File: src/rtl/brk_pkg.sv
package brk_pkg;

  localparam int NUM_CH     = 2;
  localparam int CTRL_W     = 8;
  localparam int CTRL_SLOTS = NUM_CH;

  // control byte bit positions (software decodes these)
  localparam int B_FLAG = 7;
  localparam int B_ANY  = 6;
  localparam int B_CODE = 3;
  localparam int B_CYC  = 1;
  localparam int B_IE   = 0;

  typedef enum logic [1:0] {
    CYC_FETCH = 2'b00,
    CYC_READ  = 2'b01,
    CYC_WRITE = 2'b10,
    CYC_DATA  = 2'b11
  } cyc_sel_e;

  typedef struct packed {
    logic       flag;
    logic       any_master;
    logic [2:0] mask_code;
    cyc_sel_e   cyc;
    logic       irq_en;
  } brk_ctrl_t;

  // number of low address bits left out of the compare for a mask code
  function automatic int unsigned ignored_bits(input logic [2:0] code);
    case (code)
      3'd5:    return 8;
      3'd6:    return 12;
      3'd7:    return 16;
      default: return int'(code);
    endcase
  endfunction

endpackage

File: src/rtl/brk_mask_gen.sv
module brk_mask_gen
  import brk_pkg::*;
#(
  parameter int ADDR_W = 24
) (
  input  logic [2:0]        code,
  output logic [ADDR_W-1:0] care
);

  int unsigned skip;
  assign skip = ignored_bits(code);

  for (genvar i = 0; i < ADDR_W; i++) begin : g_bit
    assign care[i] = (32'(i) >= skip);
  end

endmodule

File: src/rtl/brk_addr_match.sv
module brk_addr_match
  import brk_pkg::*;
#(
  parameter int ADDR_W = 24
) (
  input  logic              bus_valid,
  input  logic [ADDR_W-1:0] bus_addr,
  input  logic              bus_write,
  input  logic              bus_fetch,
  input  logic              bus_alt_master,
  input  logic [ADDR_W-1:0] brk_addr,
  input  logic              any_master,
  input  logic [2:0]        mask_code,
  input  cyc_sel_e          cyc,
  output logic              hit
);

  logic [ADDR_W-1:0] care;
  logic              addr_ok;
  logic              kind_ok;
  logic              owner_ok;

  brk_mask_gen #(.ADDR_W(ADDR_W)) u_mask (
    .code (mask_code),
    .care (care)
  );

  assign addr_ok  = ((bus_addr ^ brk_addr) & care) == '0;
  assign owner_ok = any_master | ~bus_alt_master;

  always_comb begin
    unique case (cyc)
      CYC_FETCH: kind_ok = bus_fetch;
      CYC_READ:  kind_ok = ~bus_fetch & ~bus_write;
      CYC_WRITE: kind_ok = ~bus_fetch &  bus_write;
      default:   kind_ok = ~bus_fetch;
    endcase
  end

  assign hit = bus_valid & addr_ok & kind_ok & owner_ok;

endmodule

File: src/rtl/brk_channel.sv
module brk_channel
  import brk_pkg::*;
#(
  parameter int ADDR_W = 24
) (
  input  logic                clk,
  input  logic                rst_n,
  input  logic                ctrl_wr,
  input  logic                ctrl_rd,
  input  logic [ADDR_W/8-1:0] byte_wr,
  input  logic [7:0]          wdata,
  input  logic                bus_valid,
  input  logic [ADDR_W-1:0]   bus_addr,
  input  logic                bus_write,
  input  logic                bus_fetch,
  input  logic                bus_alt_master,
  output brk_ctrl_t           ctrl_q,
  output logic [ADDR_W-1:0]   baddr_q,
  output logic                irq
);

  localparam int NB = ADDR_W / 8;

  logic       flag_q;
  logic       armed_q;
  logic       any_q;
  logic [2:0] code_q;
  cyc_sel_e   cyc_q;
  logic       ie_q;
  logic       hit;
  logic       zero_wr;
  logic       clr_ok;

  brk_addr_match #(.ADDR_W(ADDR_W)) u_match (
    .bus_valid      (bus_valid),
    .bus_addr       (bus_addr),
    .bus_write      (bus_write),
    .bus_fetch      (bus_fetch),
    .bus_alt_master (bus_alt_master),
    .brk_addr       (baddr_q),
    .any_master     (any_q),
    .mask_code      (code_q),
    .cyc            (cyc_q),
    .hit            (hit)
  );

  // configuration fields
  always_ff @(posedge clk or negedge rst_n) begin
    if (!rst_n) begin
      any_q  <= 1'b0;
      code_q <= 3'd0;
      cyc_q  <= CYC_FETCH;
      ie_q   <= 1'b0;
    end else if (ctrl_wr) begin
      any_q  <= wdata[B_ANY];
      code_q <= wdata[B_CODE +: 3];
      cyc_q  <= cyc_sel_e'(wdata[B_CYC +: 2]);
      ie_q   <= wdata[B_IE];
    end
  end

  // sticky flag and two-step clear
  assign zero_wr = ctrl_wr & ~wdata[B_FLAG];
  assign clr_ok  = zero_wr & armed_q;

  always_ff @(posedge clk or negedge rst_n) begin
    if (!rst_n) begin
      flag_q  <= 1'b0;
      armed_q <= 1'b0;
    end else begin
      if (hit)         flag_q <= 1'b1;
      else if (clr_ok) flag_q <= 1'b0;

      if (zero_wr)                armed_q <= 1'b0;
      else if (ctrl_rd && flag_q) armed_q <= 1'b1;
    end
  end

  // break address bytes
  for (genvar b = 0; b < NB; b++) begin : g_byte
    always_ff @(posedge clk or negedge rst_n) begin
      if (!rst_n)          baddr_q[b*8 +: 8] <= 8'h00;
      else if (byte_wr[b]) baddr_q[b*8 +: 8] <= wdata;
    end
  end

  assign ctrl_q = '{flag: flag_q, any_master: any_q, mask_code: code_q,
                    cyc: cyc_q, irq_en: ie_q};
  assign irq    = flag_q & ie_q;

endmodule

File: src/rtl/brk_unit.sv
module brk_unit
  import brk_pkg::*;
#(
  parameter int ADDR_W = 24
) (
  input  logic                     clk,
  input  logic                     rst_n,
  input  logic [2:0]               reg_addr,
  input  logic                     reg_wr,
  input  logic                     reg_rd,
  input  logic [7:0]               reg_wdata,
  output logic [7:0]               reg_rdata,
  input  logic                     bus_valid,
  input  logic [ADDR_W-1:0]        bus_addr,
  input  logic                     bus_write,
  input  logic                     bus_fetch,
  input  logic                     bus_alt_master,
  output logic [NUM_CH-1:0]        brk_irq
);

  localparam int NB     = ADDR_W / 8;
  localparam int NREG   = CTRL_SLOTS + NUM_CH * NB;
  localparam int REG_AW = $clog2(NREG);

  brk_ctrl_t         ch_ctrl    [NUM_CH];
  logic [ADDR_W-1:0] ch_baddr   [NUM_CH];
  logic [NB-1:0]     ch_byte_wr [NUM_CH];
  logic [NUM_CH-1:0] ch_ctrl_wr;
  logic [NUM_CH-1:0] ch_ctrl_rd;

  for (genvar c = 0; c < NUM_CH; c++) begin : g_ch
    assign ch_ctrl_wr[c] = reg_wr && (reg_addr == REG_AW'(c));
    assign ch_ctrl_rd[c] = reg_rd && (reg_addr == REG_AW'(c));

    for (genvar b = 0; b < NB; b++) begin : g_dec
      assign ch_byte_wr[c][b] =
        reg_wr && (reg_addr == REG_AW'(CTRL_SLOTS + c*NB + b));
    end

    brk_channel #(.ADDR_W(ADDR_W)) u_ch (
      .clk            (clk),
      .rst_n          (rst_n),
      .ctrl_wr        (ch_ctrl_wr[c]),
      .ctrl_rd        (ch_ctrl_rd[c]),
      .byte_wr        (ch_byte_wr[c]),
      .wdata          (reg_wdata),
      .bus_valid      (bus_valid),
      .bus_addr       (bus_addr),
      .bus_write      (bus_write),
      .bus_fetch      (bus_fetch),
      .bus_alt_master (bus_alt_master),
      .ctrl_q         (ch_ctrl[c]),
      .baddr_q        (ch_baddr[c]),
      .irq            (brk_irq[c])
    );
  end

  always_comb begin
    reg_rdata = 8'h00;
    for (int c = 0; c < NUM_CH; c++) begin
      if (reg_addr == REG_AW'(c)) reg_rdata = ch_ctrl[c];
      for (int b = 0; b < NB; b++) begin
        if (reg_addr == REG_AW'(CTRL_SLOTS + c*NB + b))
          reg_rdata = ch_baddr[c][b*8 +: 8];
      end
    end
  end

endmodule

File: config.mk
export PLATFORM = sky130hd
export DESIGN_NAME = brk_unit
export DESIGN_NICKNAME = d
export VERILOG_FILES = /design/src/rtl/brk_pkg.sv /design/src/rtl/brk_mask_gen.sv /design/src/rtl/brk_addr_match.sv /design/src/rtl/brk_channel.sv /design/src/rtl/brk_unit.sv
export SDC_FILE = /design/constraint.sdc
export NUM_CORES = 1
export LEC_CHECK = 0
export BUFFER_PORTS_ARGS = -buffer_cell sky130_fd_sc_hd__buf_2
export CORE_ASPECT_RATIO = 1.4
export CORE_MARGIN = 2
export CORE_UTILIZATION = 54
export DETAILED_ROUTE_END_ITERATION = 10
export PLACE_DENSITY_LB_ADDON = 0.3
export SLEW_MARGIN = 10
export SYNTH_ARGS = -nofsm -noshare
export SYNTH_HDL_FRONTEND = slang
export SYNTH_SLANG_ARGS = --single-unit
File: constraint.sdc
create_clock -name clk -period 1.7 [get_ports clk]
set_input_delay 0.085 -clock clk [delete_from_list [all_inputs] [get_ports clk]]
set_output_delay 0.085 -clock clk [all_outputs]
set_load 0.02 [all_outputs]
After elaboration in Yosys (flattened, before gate mapping)
Index checks and enable logic that the tools add are counted.

Flip-flop bits (word level): 66. Input bits: 43. Word-level logic and storage cells: 148.

Magnitude comparators: 48. Eq/ne operators: 17. Mux-type cells: 20. Bitwise logic cells: 24. Reductions and logical operators: 21.

Operators by type and width (count): greater-or-equal comparator 4 x 5 -> 1 bit (first input constant) (16); greater-or-equal comparator 5 bit (first input constant) (16); 2-to-1 mux 8 bit (8); AND 24 bit (2); zero test 24 bit (2); bitwise XOR 24 bit (2); greater-or-equal comparator 3 x 5 -> 1 bit (first input constant) (8); == test 3 bit (second input constant) (10); case mux 5 bit (3 select lines) (2); greater-or-equal comparator 1 x 5 -> 1 bit (first input constant) (4); greater-or-equal comparator 2 x 5 -> 1 bit (first input constant) (4); AND 1 bit (14); logical AND 1 bit (12); 2-to-1 mux 1 bit (8); nonzero test 2 bit (4); == test 3 x 2 -> 1 bit (second input constant) (2); case mux 1 bit (3 select lines) (2); == test 2 x 1 -> 1 bit (second input constant) (2); == test 2 bit (second input constant) (2); zero test 2 bit (2); NOT 1 bit (4); == test 3 x 1 -> 1 bit (second input constant) (1); zero test 3 bit (1); OR 1 bit (2).

Logic depth before layout (Yosys ltp)
Depth in word-level cells: 9. Gate-level depth with buffers: 7. Depth with buffers taken out: 5.

Cells and area by module
Synthesis repeated with hierarchy kept, for this count alone.

Cells, all modules: 439. Area total of the unflattened synthesis: 4817.1 um2.

By module, submodules not included: brk_channel (times used 2, cells an instance 77, area an instance 1393.8 um2, seq. area each 825.8 um2); brk_addr_match (times used 2, cells an instance 50, area an instance 427.9 um2, seq. area each 0.0 um2); brk_unit (times used 1, cells an instance 129, area an instance 793.3 um2, seq. area each 0.0 um2); brk_mask_gen (times used 2, cells an instance 28, area an instance 190.2 um2, seq. area each 0.0 um2).

Least setup slack after synthesis
No wires, ideal clock.

Path kind: flip-flop to flip-flop. Start point: register g_ch[1].u_ch.baddr_q[22]. End point: register g_ch[1].u_ch.flag_q. Setup time: 0.075 ns. Arrival time: 1.405 ns. Setup slack: 0.220 ns. Cell stages (with the launch flop): 6. Path buffers: 0. Cell sequence: dfrtp_1 > xnor2_4 > o2111ai_1 > or3_1 > a221o_1 > o2bb2ai_2.

Longest elaborated chain between the ends: 7. Elaborated cells on any way between the ends: 8.

Ends and longest elaborated chain: start: declaration (line brk_channel.sv:18) `output logic [ADDR_W-1:0] baddr_q,`; start signal: indexed assignment (line brk_channel.sv:83) `else if (byte_wr[b]) baddr_q[b*8 +: 8] <= wdata;`; bitwise XOR 24 bit (*) (line brk_addr_match.sv:28) `assign addr_ok = ((bus_addr ^ brk_addr) & care) == '0;`; AND 24 bit (*) (line brk_addr_match.sv:28); zero test 24 bit (*) (line brk_addr_match.sv:28); AND 1 bit (*) (3 in series) (line brk_addr_match.sv:40) `assign hit = bus_valid & addr_ok & kind_ok & owner_ok;`; 2-to-1 mux 1 bit or nonzero test 2 bit (tied branches); end signal: assignment (line brk_channel.sv:68) `flag_q <= 1'b0;`; end signal: assignment (line brk_channel.sv:71) `if (hit) flag_q <= 1'b1;`; end signal: assignment (line brk_channel.sv:72) `else if (clr_ok) flag_q <= 1'b0;`; end: declaration (line brk_channel.sv:24) `logic flag_q;`.

Mark *: on every way between the ends. The rest lies on a longest branch, timed or not. A chain may end at the register's enable or synchronous reset.

Worst setup path after layout
Start point: register g_ch[0].u_ch.baddr_q[8]. End point: output port reg_rdata[0].

Longest elaborated chain between the ends: 6.

Ends and longest elaborated chain: start: declaration (line brk_channel.sv:18); start signal: indexed assignment (line brk_channel.sv:83); 2-to-1 mux 8 bit (2 in series) (line brk_unit.sv:63) `if (reg_addr == REG_AW'(CTRL_SLOTS + c*NB + b))`; 2-to-1 mux 8 bit (line brk_unit.sv:61) `if (reg_addr == REG_AW'(c)) reg_rdata = ch_ctrl[c];`; 2-to-1 mux 8 bit (3 in series) (line brk_unit.sv:63); end: declaration (line brk_unit.sv:12) `output logic [7:0] reg_rdata,`.

No other way between the ends.

==> results.json <==
{
  "status": "finished with violations",
  "violations": "negative setup slack",
  "root_buffer": "clkbuf_8",
  "dieArea_sq_um": 7770,
  "ant_nets": 0,
  "max_cap_violations": 0,
  "setup_ws_ns": -0.0546,
  "cts_htree_levels": 3,
  "crit_family": "compound AO/OA/AOI/OAI gates",
  "tritoncts.num_buffers": 9,
  "yosysWarnings": 0,
  "synth_cells": 330,
  "drv_slew": 0,
  "drt_wl_total_um": 9900,
  "seq_area_frac_synth": 0.432,
  "rows": 36,
  "path_buf_inv": 1,
  "post-route-drc-count": 0,
  "post-dp-hpwl_um": 7270,
  "core_area_sq_um": 6890,
  "synth_largest_area_cell": "dfrtp_1",
  "clk_pin_slew_ns": 0.07,
  "peakVddDrop_v": 0.000625,
  "gp_congestion": 0.925,
  "cts_sinks": 66,
  "vias_per_cell": 5.84,
  "p_total_mw": 4.97,
  "fin_util": 0.672,
  "drive_gt1_frac": 0.437,
  "netlist_area_sq_um": 3820,
  "vias": 2972,
  "wl_per_cell_um": 19.5,
  "drt-pass1-iter-count": 5,
  "grt-ovfl-total": 0,
  "grt_usage": 0.277,
  "grt_max_degree": 67,
  "antennaDiodeCount": 0,
  "syn_nets": 373,
  "fin_skew_ns": 0.00905,
  "fin_nets": 452,
  "period_minus_slack_ns": 1.75,
  "cp_data_arrival_time_ns": 1.67,
  "crit_required_ns": 1.62,
  "clk_path_buf_depth": 2,
  "slowest_stage": "dfrtp_1",
  "finalCritPeriodShare": 1.03,
  "critPathCaptureType": "output pin",
  "p_per_area_nw_per_um2": 1070,
  "ys_ff_latch": 66,
  "relSlewSlack": 0.710,
  "cts_tree": "yes",
  "finalSetupViolations": 3,
  "synthTopCellsByArea": "dfrtp_1 (43%), mux2_2 (18%), xnor2_1 (6.0%)",
  "die_x_um": 75.1,
  "die_y_um": 104,
  "boundaryPins": 53,
  "grt_pass1_vias": 3066,
  "cpPeakStageDelay_ns": 0.39,
  "critPathKind": "reg -> out",
  "drt_iter0_markers": 252,
  "clk_latency_ns": 0.35,
  "crit_fanout": 2,
  "hold_class": "in -> reg",
  "initial_core_util": 0.554,
  "yosys.cell_types.count": 45,
  "crit_chain": "mux2_2 -> a221oi_2 -> a31oi_1 -> o22a_1 -> buf_6",
  "clock.fmax_ghz": 0.570,
  "synth_top_area_share": 0.432,
  "timing.final.hold_violations": 0,
  "tightest_slew_ns": 0.434,
  "grt_pass1_wl_um": 15900,
  "total_leakage_power_nw": 2.03,
  "start_kind": "flip-flop",
  "io_buffer_count": 52,
  "rsz0062_at_grt": "yes",
  "avgSynthCellArea_sq_um": 11.6,
  "place_ws_ns": -0.100,
  "antenna_found_initial": 0,
  "syn2layout_area_growth_pct": 21.3
}
## final cells by class
class / count / area [sq um]
Timing Repair Buffer: 82 / 522
Sequential cell: 66 / 1650
Tap cell: 95 / 119
Multi-Input combinational cell: 242 / 2110
Inverter: 8 / 30.0
Clock buffer: 14 / 163
Fill cell: 544 / 2260
Clock inverter: 2 / 35.0
## path summary, 6_finish.rpt
check	start	endpoint	slack, ns	depth (start not counted)
worst max register to register	g_ch[1].u_ch.baddr_q[14]	g_ch[1].u_ch.flag_q	0.02	5
max in group asynchronous	rst_n	g_ch[1].u_ch.flag_q	1.13	3
worst min-delay path	reg_rd	g_ch[1].u_ch.armed_q	0.03	3
worst max-delay path	g_ch[0].u_ch.baddr_q[8]	reg_rdata[0]	-0.05	5
min in group asynchronous	rst_n	g_ch[0].u_ch.baddr_q[4]	0.27	3
worst min register to register	g_ch[1].u_ch.ie_q	g_ch[1].u_ch.ie_q	0.52	1
## cells in the final DEF (no fill, tap or decap), types with 4 or more instances in the layout
cell | Yosys | layout
dfrtp_1 | 66 | 65
mux2_2 | 61 | 61
buf_2 | 8 | 50
buf_4 | 4 | 28
nand2_1 | 25 | 25
xnor2_1 | 26 | 25
xor2_1 | 21 | 21
nor2_1 | 14 | 14
o21ai_0 | 16 | 13
clkbuf_8 | 0 | 11
a21oi_1 | 9 | 9
inv_1 | 7 | 7
mux2i_1 | 7 | 7
mux4_2 | 6 | 6
nand4_1 | 6 | 6
a31oi_1 | 4 | 4
## repair_timing
action / 4_1_cts / 5_1_grt
setup endpoints to repair: 4 / 6
endpoints found under the hold margin: 66 / 0
pin swaps: 0 / 4
gates resized for setup: 4 / 11
buffers inserted: 3 / 3
hold buffers: 1 / 0
## tightest hold or removal path, stage by stage
cell,delay (ns)
buf_2,0.09
a41oi_1,0.09
nor2_1,0.08
## through the flow
step,cell area [sq um],TNS (ns),std cells,hold WS [ns]
after floorplan,3820,0,330,-0.211
after global placement,4320,-0.0969,486,0.131
after detailed placement,4320,-0.100,486,0.130
after CTS,4570,-0.123,506,0.0190
after global routing,4630,-0.304,509,0.0509
final,4630,-0.0768,509,0.0256
## cells in the mapped netlist
master	instances
a211oi_1	2
a21boi_0	1
a21oi_1	9
a221o_1	1
a221oi_1	4
a31oi_1	4
a41oi_1	3
and2_1	2
and2b_2	1
and3_1	1
buf_1	1
buf_2	8
buf_4	4
clkbuf_1	1
dfrtp_1	66
inv_1	7
inv_2	1
mux2_1	1
mux2_2	61
mux2i_1	7
mux4_2	6
nand2_1	25
nand2b_1	1
nand3_1	2
nand3_2	1
nand4_1	6
nand4_2	3
nor2_1	14
nor2b_1	1
nor3_1	1
nor3_4	3
nor4_1	6
o2111ai_1	1
o211ai_1	1
o21a_1	1
o21ai_0	16
o22a_1	3
o22ai_1	2
o2bb2ai_1	1
o2bb2ai_2	1
o311ai_0	1
or3_1	1
xnor2_1	26
xnor2_4	1
xor2_1	21
## layer usage
layer	track usage	wire (um)	vias up
li1	-	-	1356
met5	0	0	-
met3	0.0496	492	22
met1	0.369	4160	1493
met2	0.435	4970	101
met4	0.119	275	0
## cells by family (layout without fill, tap and decap cells)
kind of cell              after synthesis  count (layout)  share of synthesized area
muxes                                  75              75                      0.236
xor gates and xnor gates               48              48                      0.115
AOI/OAI and AO/OA                      51              51                     0.0888
DFF                                    66              66                      0.432
buffers and inverters                  22             106                     0.0282
and+or+nand+nor                        68              68                     0.0993
## state kept, by name (all words and copies together), names as in the netlist
signal             count
g_ch.u_ch.armed_q      2
g_ch.u_ch.code_q       6
g_ch.u_ch.ie_q         2
g_ch.u_ch.flag_q       2
g_ch.u_ch.any_q        2
g_ch.u_ch.baddr_q     48
g_ch.u_ch.cyc_q        4
## where the power goes
| part | switching, mW | internal, mW | total [mW] |
|---|---|---|---|
| sequential | 0.331 | 1.90 | 2.23 |
| combinational | 0.645 | 0.765 | 1.41 |
| clock | 0.571 | 0.757 | 1.33 |
Note: power is estimated with default switching activity, not from simulation.
